File: src/rtl/wcopy_dma_pkg.sv
package wcopy_dma_pkg;
  localparam int DATA_W   = 32;
  localparam int IDX_CTRL = 0;
  localparam int IDX_E1   = 2;
  localparam int IDX_USB  = 3;
  localparam int BUSY_BIT = 15;
  localparam int DIR_BIT  = 14;

  typedef enum logic {
    DIR_E1_TO_USB = 1'b0,
    DIR_USB_TO_E1 = 1'b1
  } xfer_dir_e;
endpackage

File: src/rtl/wcopy_dma_seq.sv
module wcopy_dma_seq #(
  parameter int LEN_W = 12,
  localparam int REM_W = LEN_W + 1
) (
  input  logic             clk,
  input  logic             rst_n,
  input  logic             start,
  input  logic [LEN_W-1:0] len_code,
  output logic             busy,
  output logic             rd_go,
  output logic             wr_go,
  output logic [REM_W-1:0] rem
);
  logic [REM_W-1:0] rd_left;

  assign rd_go = busy && (rd_left != '0);

  always_ff @(posedge clk) begin
    if (!rst_n) begin
      busy    <= 1'b0;
      rd_left <= '0;
      wr_go   <= 1'b0;
      rem     <= '1;
    end else begin
      wr_go <= rd_go;
      if (start && !busy) begin
        busy    <= 1'b1;
        rd_left <= {1'b0, len_code} + REM_W'(2);
        rem     <= {1'b0, len_code} + REM_W'(1);
      end else begin
        if (rd_go) rd_left <= rd_left - REM_W'(1);
        if (wr_go) begin
          rem <= rem - REM_W'(1);
          if (rem == '0) busy <= 1'b0;
        end
      end
    end
  end
endmodule

File: src/rtl/wcopy_dma_ptr.sv
module wcopy_dma_ptr #(
  parameter int AW = 10
) (
  input  logic          clk,
  input  logic          rst_n,
  input  logic          load,
  input  logic [AW-1:0] load_val,
  input  logic          step,
  output logic [AW-1:0] q
);
  always_ff @(posedge clk) begin
    if (!rst_n)     q <= '0;
    else if (load)  q <= load_val;
    else if (step)  q <= q + AW'(1);
  end
endmodule

File: src/rtl/wcopy_dma.sv
module wcopy_dma
  import wcopy_dma_pkg::*;
#(
  parameter int USB_AW = 10,
  parameter int E1_AW  = 14,
  parameter int LEN_W  = 12,
  localparam int REM_W = LEN_W + 1
) (
  input  logic              clk,
  input  logic              rst_n,
  input  logic [3:0]        reg_addr,
  input  logic              reg_we,
  input  logic [DATA_W-1:0] reg_wdata,
  output logic [DATA_W-1:0] reg_rdata,
  output logic              usb_rd_en,
  output logic [USB_AW-1:0] usb_rd_addr,
  input  logic [DATA_W-1:0] usb_rd_data,
  output logic              usb_wr_en,
  output logic [USB_AW-1:0] usb_wr_addr,
  output logic [DATA_W-1:0] usb_wr_data,
  output logic              e1_rd_en,
  output logic [E1_AW-1:0]  e1_rd_addr,
  input  logic [DATA_W-1:0] e1_rd_data,
  output logic              e1_wr_en,
  output logic [E1_AW-1:0]  e1_wr_addr,
  output logic [DATA_W-1:0] e1_wr_data
);
  logic [1:0]       idx;
  logic             busy, rd_go, wr_go;
  logic [REM_W-1:0] rem;
  xfer_dir_e        dir_q;
  logic             wr_ok, start;
  logic [E1_AW-1:0]  e1_q;
  logic [USB_AW-1:0] usb_q;
  logic             e1_step, usb_step;

  assign idx   = reg_addr[3:2];
  assign wr_ok = reg_we && !busy;
  assign start = wr_ok && (idx == 2'(IDX_CTRL));

  always_ff @(posedge clk) begin
    if (!rst_n)     dir_q <= DIR_E1_TO_USB;
    else if (start) dir_q <= xfer_dir_e'(reg_wdata[DIR_BIT]);
  end

  wcopy_dma_seq #(.LEN_W(LEN_W)) u_seq (
    .clk(clk), .rst_n(rst_n), .start(start),
    .len_code(reg_wdata[LEN_W-1:0]),
    .busy(busy), .rd_go(rd_go), .wr_go(wr_go), .rem(rem)
  );

  assign e1_step  = (dir_q == DIR_USB_TO_E1) ? wr_go : rd_go;
  assign usb_step = (dir_q == DIR_USB_TO_E1) ? rd_go : wr_go;

  wcopy_dma_ptr #(.AW(E1_AW)) u_e1_ptr (
    .clk(clk), .rst_n(rst_n),
    .load(wr_ok && (idx == 2'(IDX_E1))),
    .load_val(reg_wdata[E1_AW-1:0]),
    .step(e1_step), .q(e1_q)
  );

  wcopy_dma_ptr #(.AW(USB_AW)) u_usb_ptr (
    .clk(clk), .rst_n(rst_n),
    .load(wr_ok && (idx == 2'(IDX_USB))),
    .load_val(reg_wdata[USB_AW-1:0]),
    .step(usb_step), .q(usb_q)
  );

  assign usb_rd_en   = rd_go && (dir_q == DIR_USB_TO_E1);
  assign e1_rd_en    = rd_go && (dir_q == DIR_E1_TO_USB);
  assign usb_wr_en   = wr_go && (dir_q == DIR_E1_TO_USB);
  assign e1_wr_en    = wr_go && (dir_q == DIR_USB_TO_E1);
  assign usb_rd_addr = usb_q;
  assign usb_wr_addr = usb_q;
  assign e1_rd_addr  = e1_q;
  assign e1_wr_addr  = e1_q;
  assign usb_wr_data = e1_rd_data;
  assign e1_wr_data  = usb_rd_data;

  always_comb begin
    reg_rdata = '0;
    case (idx)
      2'(IDX_CTRL): begin
        reg_rdata[BUSY_BIT]  = busy;
        reg_rdata[DIR_BIT]   = dir_q;
        reg_rdata[REM_W-1:0] = rem;
      end
      2'(IDX_E1):  reg_rdata[E1_AW-1:0]  = e1_q;
      2'(IDX_USB): reg_rdata[USB_AW-1:0] = usb_q;
      default:     reg_rdata = '0;
    endcase
  end
endmodule

File: config.mk
export PLATFORM = sky130hd
export DESIGN_NAME = wcopy_dma
export DESIGN_NICKNAME = d
export VERILOG_FILES = /design/src/rtl/wcopy_dma_pkg.sv /design/src/rtl/wcopy_dma_seq.sv /design/src/rtl/wcopy_dma_ptr.sv /design/src/rtl/wcopy_dma.sv
export SDC_FILE = /design/constraint.sdc
export NUM_CORES = 1
export LEC_CHECK = 0
export ABC_AREA = 1
export CELL_PAD_IN_SITES_DETAIL_PLACEMENT = 1
export CELL_PAD_IN_SITES_GLOBAL_PLACEMENT = 1
export CORE_MARGIN = 4
export CORE_UTILIZATION = 29
export DETAILED_ROUTE_END_ITERATION = 16
export PLACE_DENSITY = 0.86
export RECOVER_POWER = 25
export REMOVE_ABC_BUFFERS = 1
export SKIP_LAST_GASP = 1
export SYNTH_ARGS = -nofsm -noshare
export SYNTH_HDL_FRONTEND = slang
export SYNTH_SLANG_ARGS = --single-unit
File: constraint.sdc
create_clock -name clk -period 2.25 [get_ports clk]
set_clock_uncertainty 0.05 [all_clocks]
set_input_delay 0.45 -clock clk [delete_from_list [all_inputs] [get_ports clk]]
set_output_delay 0.45 -clock clk [all_outputs]
set_load 0.005 [all_outputs]
==> key figures, run 1 <==
Worst hold path
  – Worst Hold Launch: u_seq.rd_left[0]
  – Hold WC Path Type: reg -> reg

Placed design
  – # port buffers: 87
  – Post-detail-place hpwl: 18.6 mm
  – Placed Instances: 1076
  – Placement Setup Slack: -326 ps
  – Placer congestion estimate: 0.891
  – Area after DPL: 5610 sq um

Synthesis
  – Synthesized area per cell: 5.95 sq um
  – Post-synth top area cell: dfxtp_1
  – Area share of the largest cell type after synthesis: 21.5%
  – Ranking of synthesized cells by area: dfxtp_1, buf_4, nand2_1, nor2_1, nand3_1
  – Yosys reg bits: 53
  – Register area share after synthesis: 21.5%
  – Cells after synthesis: 830
  – Synth unique cells: 35
  – Post-Syn Area: 4940 sq um
  – Synth warn: 0

Clock network
  – CTS tree: yes
  – Clk root buf: clkbuf_16
  – CTS Buf Count: 5
  – Hold buffers post-CTS: 0
  – CTS sink count: 53
  – Clock-pin slew on the worst setup and hold paths: 70 ps
  – H-tree depth: 2
  – Worst-Skew Late Latency: 310 ps
  – Bufs on Longest Clock Path: 2

Layout
  – Area grow syn2layout: 17.8%
  – Area of the multi-input gates: 2700 sq um
  – Inserted Diodes: 0
  – Layout cells sized above 1: 10.2%
  – Non-Filler Instances: 1086
  – Utilization after layout: 35.0%
  – Fill count: 2209
  – FF/Latch Area: 1060 sq um
  – Commonest non-fill, non-tap cell in the layout: nand2_1
  – Design area: 5820 sq um
  – Most frequent cells in the layout: nand2_1, nor2_1, inv_1, nand3_1, clkdlybuf4s50_1
  – Final Net Count: 976

Drt
  – Met2 wire len: 9.39 mm
  – DR vias: 5552
  – DR top layer: met5
  – Vias per cell: 5.11
  – Antenna viol nets, final: 0
  – Post-DR wirelength/cell: 21.2 um
  – DRT Pass-1 Iters: 4
  – Post-Route WL: 23.0 mm
  – DRC errors left: 0
  – Iter 0 DRT Violations: 394
  – Routed length on met1: 9.09 mm
  – Met3 WL: 3.83 mm

Timing
  – Final worst slack: 50.1 ps
  – Hold Slack: 430 ps
  – Final hold vios: 0
  – Fmax: 455 MHz
  – Final min period: 2200 ps
  – Max-slew violations: 0
  – Fin crit share: 97.8%
  – Fin Setup TNS: 0 ps
  – RSZ-0062 raised after global routing: no
  – Final setup violation count: 0

Setup path
  – Worst reg2reg setup slack: 200 ps
  – Critical Path Sink Type: output port
  – Delay of the slowest critical-path stage: 500 ps
  – Family with the most delay on the worst path: buffers and inverters
  – Critical Path RT: 1750 ps
  – Worst Setup EP: reg_rdata[15]
  – CP Cell Sequence: dlygate4sd2_1 > inv_1 > nand2_2 > buf_4 > nor2_1 > clkdlybuf4s50_1
  – Critical-path top delay cell: clkdlybuf4s50_1
  – Reg2reg start: u_seq.rd_left[0]
  – Kind of critical path: in -> out
  – Worst-path maximum fanout: 4
  – R2R cell count: 12
  – Startpoint types: primary input
  – Capturing point of the worst reg2reg path: u_seq.rd_left[7]
  – Crit path buffers/inverters: 4
  – CP Launch Point: reg_addr[3]
  – WP data arrival: 1700 ps
  – Critical path depth: 6

Floorplan
  – Core box area: 16600 sq um
  – IO Pins: 251
  – Cell row count: 47
  – Full die area: 19200 sq um
  – Die X-Extent: 138 um
  – Die Ht: 138 um
  – Initial core utilization: 29.7%

Global routing
  – GRT Total Usage: 23.0%
  – Largest net degree at the start of global routing: 25
  – First-pass GRT wire length: 34.1 mm
  – Initial antenna violation count: 0
  – GRT Residual Overflow: 0
  – Vias in the first global route: 5536

Flow run
  – Max cap viols: 0

Power and ir drop
  – Pleak: 2.81 nW
  – Worst vdd ir: 0.000292 V
  – Pwr/cell area: 578 nW/um^2
  – Total Power: 3.37 mW

Status
  – Status: complete, no violations
[Yosys cell counts]
cell type / n
o21ai_0: 53
nor2_1: 121
inv_2: 5
o21ai_1: 2
dfxtp_1: 53
clkbuf_2: 1
nor2_2: 3
nand2_2: 4
clkbuf_1: 6
a31oi_1: 1
buf_2: 9
nor2_8: 1
o21bai_1: 3
buf_4: 105
a21oi_1: 21
nor2_4: 3
xor2_1: 8
o22ai_1: 4
o211ai_1: 7
buf_6: 3
nand3_2: 1
nor3_1: 2
nand2_1: 198
ha_1: 8
nand2_4: 2
o221ai_1: 6
inv_1: 91
xnor2_1: 1
inv_4: 1
or2_2: 1
o2111ai_1: 1
nand3_1: 89
nand4_1: 13
conb_1: 1
o31ai_1: 2
[where the power goes]
part           total, mW  internal, mW  switching [mW]
clock               1.05         0.638           0.413
combinational       1.16         0.508           0.650
sequential          1.16          1.03           0.129
[cells by family (layout without fill, tap and decap cells)]
kind of cell               Yosys count  count (layout)  synth area share [%]
and+or+nand+nor                    438             438                  37.9
buffers and inverters              221             242                  25.5
AOI/OAI and AO/OA                  100             100                  11.4
DFF                                 53              53                  21.5
xor gates and xnor gates             9               9                  1.60
adders and majority gates            8               8                  2.03
other                                1              16                0.0759
[worst reg2reg max path: stages, from the launching register on]
cell	delay, ps
dfxtp_2	330
inv_1	120
ha_1	170
nand2_1	70
nor2_2	130
nand2_2	90
buf_4	140
buf_4	130
nand2_1	190
nand2_4	200
inv_2	170
nand2_1	60
a21oi_1	130
[how the worst min path moves through the flow]
stage	end	slack (ps)	cells past startpoint
6_report	u_seq.rd_left[0]	430	2
5_1_grt	u_seq.rd_left[0]	470	2
4_1_cts	u_seq.rd_left[0]	430	2
3_5_place_dp	u_seq.rd_left[0]	430	2
3_3_place_gp	u_seq.rd_left[9]	420	2
2_1_floorplan	u_seq.rd_left[9]	400	2
[layout make-up]
cell class | instances | share of cell area, %
clock buffers | 5 | 2.15
clock inverters | 3 | 1.12
inverters | 97 | 6.30
multi-input cells | 571 | 46.4
flip-flops and latches | 53 | 18.3
well taps | 220 | 4.73
repair buffers | 137 | 21.1
[layer usage]
layer	GRT usage, %	vias up
met5	9.27	-
met4	5.20	8
met3	17.6	37
met2	32.9	284
met1	26.7	2630
li1	-	2593
[sequential cells by signal, summed over array words and instances, names as in the netlist]
signal and flops:
u_usb_ptr.q 10, u_seq.rd_left 13, u_seq.wr_go 1, dir_q 1, u_e1_ptr.q 14, u_seq.rem 13, u_seq.busy 1
[repair_timing]
action                                 4_1_cts  5_1_grt
pin swaps                                    0        0
setup endpoints to repair                   18        5
resized for setup                           27        2
endpoints found under the hold margin        0        0
setup buffers                                2        0
Note: power is estimated with default switching activity, not from simulation.
==> run 2: changes to the inputs <==
--- a/config.mk
+++ b/config.mk
@@ -11,10 +11,12 @@
 export CORE_MARGIN = 4
 export CORE_UTILIZATION = 29
 export DETAILED_ROUTE_END_ITERATION = 16
-export PLACE_DENSITY = 0.86
+export HOLD_SLACK_MARGIN = 0.12
+export PLACE_DENSITY = 0.85
 export RECOVER_POWER = 25
 export REMOVE_ABC_BUFFERS = 1
 export SKIP_LAST_GASP = 1
 export SYNTH_ARGS = -nofsm -noshare
 export SYNTH_HDL_FRONTEND = slang
+export SYNTH_HIERARCHICAL = 1
 export SYNTH_SLANG_ARGS = --single-unit
==> run 2 against run 1 <==
  * Count of clock-buffer cells in the layout unchanged
  * Die area down 0.88%
  * Critical path depth unchanged
  * Non-clock buffer count up 10
  * Largest power group unchanged
  * Synthesized cell count down 6.0%
  * Total power down 15%
  * Critical path type unchanged
  * Combinational power down 20%
  * Sequential power down 6%
==> key figures, run 2 <==
Status
  – Status: complete, no violations

Synthesis
  – Area share of the largest cell type after synthesis: 21.7%
  – Ranking of synthesized cells by area: dfxtp_1, buf_4, nand2_1, nand3_1, inv_1
  – Cells after synthesis: 780
  – Post-Syn Area: 4890 sq um
  – Register area share after synthesis: 21.7%
  – Ys async rst share: 0%
  – Post-synth top area cell: dfxtp_1
  – Yosys reg bits: 53
  – Commonest cells post-synth: nand2_1, buf_4, inv_1, nand3_1, nor2_1
  – Number of synthesized flops with an enable pin: 0
  – Synthesized area per cell: 6.27 sq um
  – Synth warn: 6
  – Synth unique cells: 38
  – Main flop type after synthesis: dfxtp_1
  – Most frequent cell after synthesis: nand2_1

Floorplan
  – Initial core utilization: 29.5%
  – Core box area: 16600 sq um
  – Full die area: 19000 sq um
  – Cell row count: 47
  – IO Pins: 251
  – Die X-Extent: 138 um
  – Die Ht: 138 um

Flow run
  – Max cap viols: 0

Clock network
  – H-tree depth: 2
  – Worst-Skew Late Latency: 320 ps
  – Clock-pin slew on the worst setup and hold paths: 70 ps
  – Clk root buf: clkbuf_16
  – Hold buffers post-CTS: 0
  – CTS sink count: 53
  – Bufs on Longest Clock Path: 2
  – CTS Buf Count: 5
  – CTS tree: yes

Timing
  – RSZ-0062 raised after global routing: yes
  – Max-slew violations: 0
  – Fin crit share: 96.8%
  – Final hold vios: 0
  – Final setup violation count: 0
  – Final worst slack: 72.0 ps
  – Fmax: 459 MHz
  – Final min period: 2180 ps

Global routing
  – Largest net degree at the start of global routing: 32
  – First-pass GRT wire length: 36.0 mm
  – GRT Residual Overflow: 0
  – GRT Total Usage: 26.0%
  – Initial antenna violation count: 0
  – Vias in the first global route: 5403

Power and ir drop
  – Clock network fraction of total power: 29.4%
  – Pwr/cell area: 486 nW/um^2
  – Worst vdd ir: 0.000271 V
  – Internal: 1.82 mW
  – Comb power frac: 32.4%
  – Pleak: 2.68 nW
  – Sequential power share: 38.2%
  – Switching power share of the total: 36.3%
  – Net Sw Power: 1.04 mW

Layout
  – Biggest regs: u_e1_ptr/q: 14 flops, u_seq/rd_left: 13 flops, u_seq/rem: 13 flops
  – Inserted Diodes: 0
  – Reg with most FFs: u_e1_ptr/q
  – FF/Latch Area: 1060 sq um
  – Area grow syn2layout: 20.3%
  – Layout cells sized above 1: 14.7%
  – Design area: 5890 sq um
  – Commonest non-fill, non-tap cell in the layout: nand2_1
  – Most frequent cells in the layout: nand2_1, inv_1, nand3_1
  – Area of the multi-input gates: 2660 sq um
  – Non-Filler Instances: 1048
  – Fill count: 2192
  – Number of flip-flops in the largest register: 14
  – Final Net Count: 938

Placed design
  – Post-detail-place hpwl: 20.7 mm
  – Placed Instances: 1035
  – Area after DPL: 5660 sq um
  – Placement Setup Slack: -318 ps
  – # port buffers: 87
  – Placer congestion estimate: 0.964

Setup path
  – Worst reg2reg setup slack: 210 ps
  – Kind of critical path: in -> out
  – Startpoint types: primary input
  – WP data arrival: 1680 ps
  – Critical Path Sink Type: output port
  – Critical Path RT: 1750 ps
  – Worst-path maximum fanout: 4

Drt
  – DRT Pass-1 Iters: 5
  – Vias per cell: 5.13
  – DR vias: 5378
  – Post-DR wirelength/cell: 23.8 um
  – Iter 0 DRT Violations: 374
  – Post-Route WL: 25.0 mm
  – DRC errors left: 0
  – Antenna viol nets, final: 0

Worst hold path
  – Hold WC Path Type: reg -> reg
[run 2: logic make-up (layout without fill, tap and decap cells)]
family | Yosys count | in the layout | synth area share [%]
muxes | 1 | 1 | 0.205
AOI/OAI and AO/OA | 108 | 108 | 13.0
other | 1 | 16 | 0.0767
buffers and inverters | 213 | 246 | 25.2
xor gates and xnor gates | 16 | 16 | 2.86
and+or+nand+nor | 380 | 380 | 35.0
adders and majority gates | 8 | 8 | 2.05
DFF | 53 | 53 | 21.7
[run 2: worst paths after layout]
path,startpoint,endpoint,cells after the start
setup / recovery,reg_addr[3],reg_rdata[14],6
setup reg to reg,u_seq/rd_left[0],u_e1_ptr/q[9],15
hold reg to reg,u_seq/rd_left[1],u_seq/rd_left[1],2
hold / removal,u_seq/rd_left[1],u_seq/rd_left[1],2
[run 2: power by group through the flow]
| stage | combinational, mW | sequential (mW) | clock [mW] |
|---|---|---|---|
| CTS | 0.906 | 1.09 | 0.856 |
| finish | 0.928 | 1.09 | 0.841 |
| detailed placement | 0.897 | 1.11 | 0 |
| floorplan | 0.465 | 1.09 | 0 |
| global placement | 0.870 | 1.11 | 0 |
| global route | 1.03 | 1.10 | 0.890 |
[run 2: final cells by class]
class	instances	share of cell area, %
multi-input cells	529	45.2
repair buffers	147	23.7
flip-flops and latches	53	18.1
inverters	91	5.84
well taps	220	4.68
clock buffers	5	2.13
clock inverters	3	0.383
[run 2: routing by layer]
metal  vias to the layer above  global-route usage (%)  part of all wire (%)
met5                         -                    6.94                  0.66
li1                       2480                       -                     -
met4                         4                    7.96                   2.9
met3                        42                    22.7                    20
met2                       313                    39.6                    43
met1                      2539                    25.6                    33
[run 2: critical path, cell delays in order]
cell and delay [ps]:
clkdlybuf4s15_2 220, nor2_4 160, buf_12 130, inv_1 60, nor2_1 130, clkdlybuf4s50_1 520
[run 2: repair_timing]
item,CTS,global route
pin swaps,1,2
endpoints found under the setup margin,19,16
gates cloned,1,0
resized for setup,21,8
setup buffers,1,3
[run 2: per-stage QoR]
stage | TNS, ps | total power, mW | hold slack (ps) | util, %
after detailed placement | -10210 | 2.01 | 442 | 34.1
after global placement | -7280 | 1.98 | 419 | 34.1
after global routing | -54.2 | 3.02 | 470 | 35.5
final | 0 | 2.86 | 437 | 35.5
after CTS | -13.2 | 2.85 | 439 | 35.3
after floorplan | -663 | 1.56 | 403 | -
==> run 3: changes to the inputs <==
--- a/config.mk
+++ b/config.mk
@@ -11,7 +11,6 @@
 export CORE_MARGIN = 4
 export CORE_UTILIZATION = 29
 export DETAILED_ROUTE_END_ITERATION = 16
-export HOLD_SLACK_MARGIN = 0.12
 export PLACE_DENSITY = 0.85
 export RECOVER_POWER = 25
 export REMOVE_ABC_BUFFERS = 1
==> results of run 3 <==
Final layout, timing and power as in run 2 (identical DEF).
